File: config.mk
export PLATFORM = sky130hd
export DESIGN_NAME = buck_guard
export DESIGN_NICKNAME = d
export VERILOG_FILES = /design/src/rtl/buck_guard_pkg.sv /design/src/rtl/bg_sync_filter.sv /design/src/rtl/bg_ocset_clamp.sv /design/src/rtl/bg_fault_fsm.sv /design/src/rtl/buck_guard.sv
export SDC_FILE = /design/constraint.sdc
export NUM_CORES = 1
export LEC_CHECK = 0
export CORE_UTILIZATION = 40
export DETAILED_ROUTE_END_ITERATION = 8
export PLACE_DENSITY = 0.73
export SYNTH_ARGS = -nofsm -noshare
export SYNTH_HDL_FRONTEND = slang
export SYNTH_SLANG_ARGS = --single-unit
File: constraint.sdc
create_clock -name clk -period 1.6 [get_ports clk]
set_input_delay 0.16 -clock clk [delete_from_list [all_inputs] [get_ports clk]]
set_output_delay 0.16 -clock clk [all_outputs]
set_load 0.02 [all_outputs]
File: src/rtl/buck_guard_pkg.sv
package buck_guard_pkg;

  typedef enum logic [2:0] {
    ST_DIS   = 3'd0,
    ST_START = 3'd1,
    ST_SOFT  = 3'd2,
    ST_RUN   = 3'd3,
    ST_LATCH = 3'd4
  } gstate_e;

  localparam int NUM_CMP = 5;
  localparam int CMP_OCP = 0;
  localparam int CMP_UV  = 1;
  localparam int CMP_OVH = 2;
  localparam int CMP_OVL = 3;
  localparam int CMP_DIS = 4;

  typedef struct packed {
    logic hs_off;
    logic ls_off;
    logic ls_on;
  } gate_cmd_t;

  localparam gate_cmd_t GATES_FREE = '{hs_off: 1'b0, ls_off: 1'b0, ls_on: 1'b0};
  localparam gate_cmd_t GATES_OFF  = '{hs_off: 1'b1, ls_off: 1'b1, ls_on: 1'b0};
  localparam gate_cmd_t GATES_OVP  = '{hs_off: 1'b1, ls_off: 1'b0, ls_on: 1'b1};

endpackage

File: src/rtl/bg_sync_filter.sv
module bg_sync_filter #(
  parameter int N    = 5,
  parameter int QUAL = 2
) (
  input  logic         clk,
  input  logic         rst,
  input  logic [N-1:0] raw,
  output logic [N-1:0] valid
);

  for (genvar i = 0; i < N; i++) begin : g_ch
    logic s1_q, s2_q;
    logic [QUAL-2:0] past_q;
    logic [QUAL-1:0] win;

    assign win = {past_q, s2_q};
    assign valid[i] = &win;

    always_ff @(posedge clk) begin
      if (rst) begin
        s1_q   <= 1'b0;
        s2_q   <= 1'b0;
        past_q <= '0;
      end else begin
        s1_q   <= raw[i];
        s2_q   <= s1_q;
        past_q <= win[QUAL-2:0];
      end
    end

    // a valid flag needs the raw input high on two consecutive samples
    assert_two_samples_R1: assert property (@(posedge clk) disable iff (rst)
      valid[i] |-> ($past(raw[i], 2) && $past(raw[i], 3)));
  end

endmodule

File: src/rtl/bg_ocset_clamp.sv
module bg_ocset_clamp #(
  parameter int CODE_W   = 8,
  parameter int MAX_CODE = 150
) (
  input  logic              clk,
  input  logic              rst,
  input  logic              sample,
  input  logic [CODE_W-1:0] code,
  input  logic              open,
  output logic [CODE_W:0]   trip
);

  localparam logic [CODE_W-1:0] MAX_C = CODE_W'(MAX_CODE);

  logic [CODE_W-1:0] eff;

  always_comb begin
    if (open || (code > MAX_C)) eff = MAX_C;
    else                        eff = code;
  end

  always_ff @(posedge clk) begin
    if (rst)         trip <= {MAX_C, 1'b0};
    else if (sample) trip <= {eff, 1'b0};
  end

endmodule

File: src/rtl/bg_fault_fsm.sv
module bg_fault_fsm
  import buck_guard_pkg::*;
#(
  parameter int OCP_LIMIT = 2
) (
  input  logic      clk,
  input  logic      rst,
  input  logic      ocp_v,
  input  logic      uv_v,
  input  logic      ovh_v,
  input  logic      ovl_v,
  input  logic      dis_v,
  input  logic      ss_done,
  output gate_cmd_t gate_q,
  output logic      ss_restart_q,
  output logic      fault_q
);

  localparam int CNT_W = $clog2(OCP_LIMIT + 1);
  localparam logic [CNT_W-1:0] LAST = CNT_W'(OCP_LIMIT - 1);

  gstate_e          state_q, state_d;
  logic [CNT_W-1:0] cnt_q, cnt_d;
  logic             ovp_q, ovp_d;
  gate_cmd_t        gate_d;

  always_comb begin
    state_d = state_q;
    cnt_d   = cnt_q;
    ovp_d   = ovh_v | (ovp_q & ovl_v);
    unique case (state_q)
      ST_DIS:   begin
        state_d = ST_START;
        cnt_d   = '0;
      end
      ST_START: state_d = ST_SOFT;
      ST_SOFT, ST_RUN: begin
        if (uv_v && (state_q == ST_RUN)) begin
          state_d = ST_LATCH;
        end else if (ocp_v) begin
          cnt_d   = cnt_q + 1'b1;
          state_d = (cnt_q >= LAST) ? ST_LATCH : ST_START;
        end else if ((state_q == ST_SOFT) && ss_done) begin
          state_d = ST_RUN;
        end
      end
      ST_LATCH: state_d = ST_LATCH;
      default:  state_d = ST_LATCH;
    endcase
    if (dis_v) state_d = ST_DIS;

    if ((state_d == ST_SOFT) || (state_d == ST_RUN))
      gate_d = ovp_d ? GATES_OVP : GATES_FREE;
    else
      gate_d = GATES_OFF;
  end

  always_ff @(posedge clk) begin
    if (rst) begin
      state_q      <= ST_START;
      cnt_q        <= '0;
      ovp_q        <= 1'b0;
      gate_q       <= GATES_OFF;
      ss_restart_q <= 1'b1;
      fault_q      <= 1'b0;
    end else begin
      state_q      <= state_d;
      cnt_q        <= cnt_d;
      ovp_q        <= ovp_d;
      gate_q       <= gate_d;
      ss_restart_q <= (state_d == ST_START);
      fault_q      <= (state_d == ST_LATCH);
    end
  end

  // the restart request lasts one cycle
  assert_restart_pulse_R3: assert property (@(posedge clk) disable iff (rst)
    ss_restart_q |=> !ss_restart_q);

  // under-voltage cannot latch during soft-start
  assert_uv_masked_R5: assert property (@(posedge clk) disable iff (rst)
    (state_q == ST_SOFT && !ocp_v && !dis_v) |=> (state_q != ST_LATCH));

  // over-voltage in run forces high side off, low side on
  assert_ovp_force_R6: assert property (@(posedge clk) disable iff (rst)
    (ovh_v && !dis_v && !uv_v && !ocp_v && state_q == ST_RUN)
      |=> (gate_q.hs_off && gate_q.ls_on && !gate_q.ls_off));

  // a latched fault persists with both switches off until shutdown
  assert_latch_holds_R9: assert property (@(posedge clk) disable iff (rst)
    (fault_q && !dis_v) |=> (fault_q && gate_q.hs_off && gate_q.ls_off && !ss_restart_q));

  // low-side on and off commands never overlap
  assert_low_excl_R10: assert property (@(posedge clk) disable iff (rst)
    !(gate_q.ls_on && gate_q.ls_off));

endmodule

File: src/rtl/buck_guard.sv
module buck_guard
  import buck_guard_pkg::*;
#(
  parameter int CODE_W    = 8,
  parameter int OCSET_MAX = 150,
  parameter int OCP_LIMIT = 2,
  parameter int QUAL      = 2
) (
  input  logic              clk,
  input  logic              rst,
  input  logic              ocp_cmp,
  input  logic              uv_cmp,
  input  logic              ov_rise_cmp,
  input  logic              ov_fall_cmp,
  input  logic              dis_cmp,
  input  logic              ss_done,
  input  logic [CODE_W-1:0] ocset_code,
  input  logic              ocset_open,
  output logic              hs_off,
  output logic              ls_off,
  output logic              ls_on,
  output logic              ss_restart,
  output logic              fault_latched,
  output logic [CODE_W:0]   ocp_trip_code
);

  logic [NUM_CMP-1:0] raw, vld;
  gate_cmd_t          gate;

  always_comb begin
    raw          = '0;
    raw[CMP_OCP] = ocp_cmp;
    raw[CMP_UV]  = uv_cmp;
    raw[CMP_OVH] = ov_rise_cmp;
    raw[CMP_OVL] = ov_fall_cmp;
    raw[CMP_DIS] = dis_cmp;
  end

  bg_sync_filter #(.N(NUM_CMP), .QUAL(QUAL)) u_filt (
    .clk   (clk),
    .rst   (rst),
    .raw   (raw),
    .valid (vld)
  );

  bg_fault_fsm #(.OCP_LIMIT(OCP_LIMIT)) u_fsm (
    .clk          (clk),
    .rst          (rst),
    .ocp_v        (vld[CMP_OCP]),
    .uv_v         (vld[CMP_UV]),
    .ovh_v        (vld[CMP_OVH]),
    .ovl_v        (vld[CMP_OVL]),
    .dis_v        (vld[CMP_DIS]),
    .ss_done      (ss_done),
    .gate_q       (gate),
    .ss_restart_q (ss_restart),
    .fault_q      (fault_latched)
  );

  bg_ocset_clamp #(.CODE_W(CODE_W), .MAX_CODE(OCSET_MAX)) u_clamp (
    .clk    (clk),
    .rst    (rst),
    .sample (ss_restart),
    .code   (ocset_code),
    .open   (ocset_open),
    .trip   (ocp_trip_code)
  );

  assign hs_off = gate.hs_off;
  assign ls_off = gate.ls_off;
  assign ls_on  = gate.ls_on;

  // the trip code only moves in the cycle after a restart request
  assert_trip_hold_R8: assert property (@(posedge clk) disable iff (rst)
    !ss_restart |=> $stable(ocp_trip_code));

  // a latched converter has both switches off
  assert_latch_gates_R4: assert property (@(posedge clk) disable iff (rst)
    fault_latched |-> (hs_off && ls_off && !ls_on));

endmodule

==> metrics.txt <==
# TYPE chip_impl_metric gauge
chip_impl_metric{name="seq_area_frac_synth",unit=""} 0.5751
chip_impl_metric{name="synth_edf_count",unit=""} 0
chip_impl_metric{name="cts_buffer_depth",unit=""} 2
chip_impl_info{name="crit-reg2reg-launch",value="u_fsm.cnt_q[0]$_SDFFE_PP0P_"} 1
chip_impl_metric{name="timing.final.crit_share",unit=""} 0.9172
chip_impl_metric{name="cts-buffers-inserted",unit=""} 5
chip_impl_info{name="critPathKind",value="reg2out"} 1
chip_impl_metric{name="layout-drive-gt1-share",unit=""} 0.1634
chip_impl_metric{name="floorplan.die_area",unit="um2"} 3180
chip_impl_info{name="outcome",value="complete, no violations"} 1
chip_impl_metric{name="global_route.overflow_total",unit=""} 0
chip_impl_metric{name="die-width",unit="um"} 56.40
chip_impl_info{name="synth_top_family_by_area",value="simple AND/OR/NAND/NOR gates"} 1
chip_impl_metric{name="power.combinational.fraction",unit=""} 0.147
chip_impl_metric{name="path_buf_inv",unit=""} 1
chip_impl_metric{name="hpwlAfterDp",unit="um"} 1648
chip_impl_info{name="rsz0062_at_grt",value="false"} 1
chip_impl_metric{name="worst_slack",unit="ns"} 0.1325
chip_impl_metric{name="grt_antenna_before_repair",unit=""} 0
chip_impl_metric{name="grt_first_pass_wirelength",unit="um"} 3546
chip_impl_metric{name="synth_xor_area_frac",unit=""} 0
chip_impl_metric{name="largest_stage_delay_on_the_critical_path",unit="ns"} 0.61
chip_impl_metric{name="clockPowerShare",unit=""} 0.296
chip_impl_info{name="timing.hold.worst.class",value="in2reg"} 1
chip_impl_info{name="synth.cells.most_frequent",value="sky130_fd_sc_hd__dfxtp_1, sky130_fd_sc_hd__nor2b_1, sky130_fd_sc_hd__nor2_1, sky130_fd_sc_hd__nand2b_1"} 1
chip_impl_info{name="post-synth-top-count-cell",value="sky130_fd_sc_hd__dfxtp_1"} 1
chip_impl_info{name="cpMaxStageDelayCell",value="sky130_fd_sc_hd__clkdlybuf4s50_1"} 1
chip_impl_metric{name="synth.area.mux_share",unit=""} 0.008457
chip_impl_metric{name="h-tree-depth",unit=""} 2
chip_impl_metric{name="worst_skew_pair.late_latency",unit="ns"} 0.33
chip_impl_metric{name="maxClockFrequency",unit="GHz"} 0.6814
chip_impl_metric{name="setup-tns-final",unit="ns"} 0
chip_impl_metric{name="drtAntennaViolNets",unit=""} 0
chip_impl_metric{name="p_seq_frac",unit=""} 0.557
chip_impl_metric{name="final_hold_viol_count",unit=""} 0
chip_impl_metric{name="clock_skew",unit="ns"} 0.003984
chip_impl_info{name="cts_tree",value="built"} 1
chip_impl_metric{name="chipHeight",unit="um"} 56.40
chip_impl_metric{name="cts.reportedPaths.clkPinSlew",unit="ns"} 0.10
chip_impl_metric{name="portBuffers",unit=""} 29
chip_impl_metric{name="pwr_density_cell",unit="nW/um2"} 1025
chip_impl_metric{name="drt-vias-per-instance",unit=""} 4.951
chip_impl_metric{name="syn2layout_area_growth",unit="%"} 36.47
chip_impl_metric{name="async_sr_flop_fraction",unit=""} 0
chip_impl_metric{name="synth_compound_gate_area_share",unit=""} 0.1247
chip_impl_metric{name="post_cts_resize_count",unit=""} 1
chip_impl_metric{name="min_period",unit="ns"} 1.468
chip_impl_metric{name="gp_congestion",unit=""} 0.8316
chip_impl_metric{name="num-fill-cells",unit=""} 242
chip_impl_metric{name="ys_seq_elements",unit=""} 34
chip_impl_info{name="cpLargestDelayFamily",value="buffers and inverters"} 1
chip_impl_metric{name="grt_max_degree",unit=""} 12
chip_impl_metric{name="synth_cell_types",unit=""} 34
chip_impl_metric{name="total_core_area",unit="um2"} 2781
chip_impl_metric{name="power.leakage",unit="nW"} 0.6240
chip_impl_metric{name="synthesis.area_per_instance",unit="um2"} 10.57
chip_impl_metric{name="basic_gate_share_of_the_synthesized_area_counting_and_or_nand_and_nor_cells",unit=""} 0.2452
chip_impl_metric{name="gr-usage-all-layers",unit=""} 0.1486
chip_impl_metric{name="synth.cell_area",unit="um2"} 1184
chip_impl_metric{name="first_pass_iters",unit=""} 4
chip_impl_metric{name="grt_pass1_vias",unit=""} 852
chip_impl_metric{name="ctsHoldBuffers",unit=""} 0
chip_impl_metric{name="postCtsSetupRepairBufs",unit=""} 0
chip_impl_metric{name="synth.yosys.warnings",unit=""} 0
chip_impl_metric{name="power.internal",unit="mW"} 1.240
chip_impl_metric{name="detailedRoute.firstIterationViolations",unit=""} 10
chip_impl_metric{name="boundaryPins",unit=""} 31
chip_impl_info{name="post_synth_main_area_contributors",value="sky130_fd_sc_hd__dfxtp_1, sky130_fd_sc_hd__nor2b_1, sky130_fd_sc_hd__nand2b_1"} 1
chip_impl_info{name="endpoint_kind",value="primary output"} 1
chip_impl_metric{name="timing.final.max_slew_violations",unit=""} 0
chip_impl_info{name="cts.root.buffer_cell",value="sky130_fd_sc_hd__clkbuf_4"} 1
chip_impl_metric{name="final-setup-viol-count",unit=""} 0
chip_impl_metric{name="post_synth_inst_count",unit=""} 112
chip_impl_metric{name="worst-path-max-fanout",unit=""} 2
chip_impl_metric{name="drc",unit=""} 0
chip_impl_metric{name="postRouteWirelength",unit="um"} 2110
chip_impl_metric{name="postSynthNetCount",unit=""} 130
chip_impl_metric{name="critical_path_required",unit="ns"} 1.44
chip_impl_metric{name="fp-row-count",unit=""} 19
chip_impl_info{name="critPathLaunchType",value="register"} 1
chip_impl_info{name="synth-main-ff-cell",value="sky130_fd_sc_hd__dfxtp_1"} 1
chip_impl_info{name="crit_path_cell_trace",value="clkdlybuf4s50_1"} 1
chip_impl_metric{name="switching_share",unit=""} 0.2511
chip_impl_metric{name="number_of_violations_of_the_max_capacitance_limit",unit=""} 0
chip_impl_metric{name="crit_path_arrival_time",unit="ns"} 1.31
chip_impl_metric{name="start_util",unit=""} 0.4256
chip_impl_metric{name="ir_drop_worst_vdd",unit="V"} 0.0008402
chip_impl_metric{name="via_count",unit=""} 911
chip_impl_metric{name="clock_sink_count",unit=""} 34
chip_impl_metric{name="post-synth-top-area-fraction",unit=""} 0.5751
chip_impl_metric{name="routed_wire_length_per_instance",unit="um"} 11.47
chip_impl_metric{name="final_nets",unit=""} 170
chip_impl_metric{name="placement.setup.worst_slack",unit="ns"} -0.1355
chip_impl_metric{name="diodes",unit=""} 0
chip_impl_info{name="hold_path_startpoint",value="dis_cmp"} 1
chip_impl_info{name="crit_path_start",value="u_clamp.trip[2]$_SDFFE_PP1P_"} 1
chip_impl_metric{name="yosys.area_share.adder",unit=""} 0.01057
chip_impl_info{name="yosysTopAreaCell",value="sky130_fd_sc_hd__dfxtp_1"} 1
chip_impl_metric{name="power.switching",unit="uW"} 415.6
==> routing by layer <==
metal,part of all wire,track usage,vias to the layer above
met5,0,0,-
li1,-,-,463
met2,0.51,0.2466,14
met1,0.44,0.1645,431
met3,0.043,0.06912,3
met4,0.013,0.05923,0
==> kinds of logic after synthesis <==
group | count (synthesis)
compound gates | 18
fa+ha+maj | 1
buf+inv | 8
flops | 34
mux | 1
other cells | 1
simple gates | 49
==> cell usage in the layout, fill, tap and decap left out, drive strengths merged <==
cell           synthesis  final
nor4b                  1      1
dfxtp                 34     34
clkinv                 0      1
a21bo                  1      1
buf                    2      9
a32oi                  1      1
nand2                  3      3
nor4                   1      1
a211oi                 2      2
clkbuf                 3      6
mux2i                  1      1
nor3                   2      2
o21ai                  2      2
clkinvlp               0      1
clkdlybuf4s50          0     28
conb                   1      1
nor3b                  1      1
dlygate4sd2            0      1
ha                     1      1
nor2b                 16     16
nand3                  4      4
nand4b                 1      1
nand2b                 6      6
o32a                   2      2
and4                   1      1
or2                    1      1
nand4                  1      1
a41o                   1      1
inv                    3      3
a21oi                  4      4
and4b                  1      1
nor2                   9      9
a22o                   2      2
a21boi                 3      3
or4b                   1      1
==> state kept, by name, indices dropped and copies added (netlist names) <==
register	cells
u_clamp.trip	8
u_filt.g_ch.past_q	5
u_filt.g_ch.s1_q	5
u_filt.g_ch.s2_q	5
u_fsm.cnt_q	2
u_fsm.fault_q	1
u_fsm.gate_q	3
u_fsm.ovp_q	1
u_fsm.ss_restart_q	1
u_fsm.state_q	3
==> per-stage QoR <==
stage,utilization,hold WS [ns],std cells,power [mW],instance area [um2]
floorplan,-,0.2878,112,1.071,1184
global placement,0.5583,0.4179,176,1.185,1553
detailed placement,0.5583,0.4278,176,1.190,1553
CTS,0.5807,0.3523,184,1.679,1615
global route,0.5807,0.3486,184,1.744,1615
finish,0.5807,0.3708,184,1.655,1615
==> path summary, 6_finish.rpt <==
kind                                    endpoint  slack, ns  cells after the start
setup / recovery                ocp_trip_code[2]       0.13                      1
hold / removal    u_filt.g_ch[4].s1_q$_SDFF_PP0_       0.37                      2
setup reg to reg   u_fsm.ss_restart_q$_SDFF_PP1_       0.19                      6
hold reg to reg   u_filt.g_ch[1].s2_q$_SDFF_PP0_       0.45                      1
==> final cells by class <==
| type | instances | area, um2 | area share |
|---|---|---|---|
| Inverter | 3 | 11.26 | 0.006971 |
| Multi-Input combinational cell | 70 | 464.2 | 0.2874 |
| Tap cell | 31 | 38.79 | 0.02401 |
| Timing Repair Buffer | 38 | 356.6 | 0.2208 |
| Clock inverter | 2 | 12.51 | 0.007746 |
| Sequential cell | 34 | 680.7 | 0.4214 |
| Clock buffer | 6 | 51.30 | 0.03176 |
==> worst reg2reg max path: stages (launching register included) <==
cell and delay, ns:
sky130_fd_sc_hd__dfxtp_1 0.37, sky130_fd_sc_hd__inv_1 0.05, sky130_fd_sc_hd__ha_1 0.18, sky130_fd_sc_hd__and4b_1 0.25, sky130_fd_sc_hd__nor3_1 0.07, sky130_fd_sc_hd__a41o_1 0.26
sky130_fd_sc_hd__nor2b_1 0.13
==> power by group through the flow <==
stage / registers [mW] / logic [mW] / clock network [mW]
after global routing: 0.929 / 0.264 / 0.551
after CTS: 0.923 / 0.246 / 0.511
after detailed placement: 0.942 / 0.248 / 0
after global placement: 0.940 / 0.245 / 0
final: 0.923 / 0.243 / 0.490
after floorplan: 0.958 / 0.113 / 0
Power figures use the tool's default switching activity.
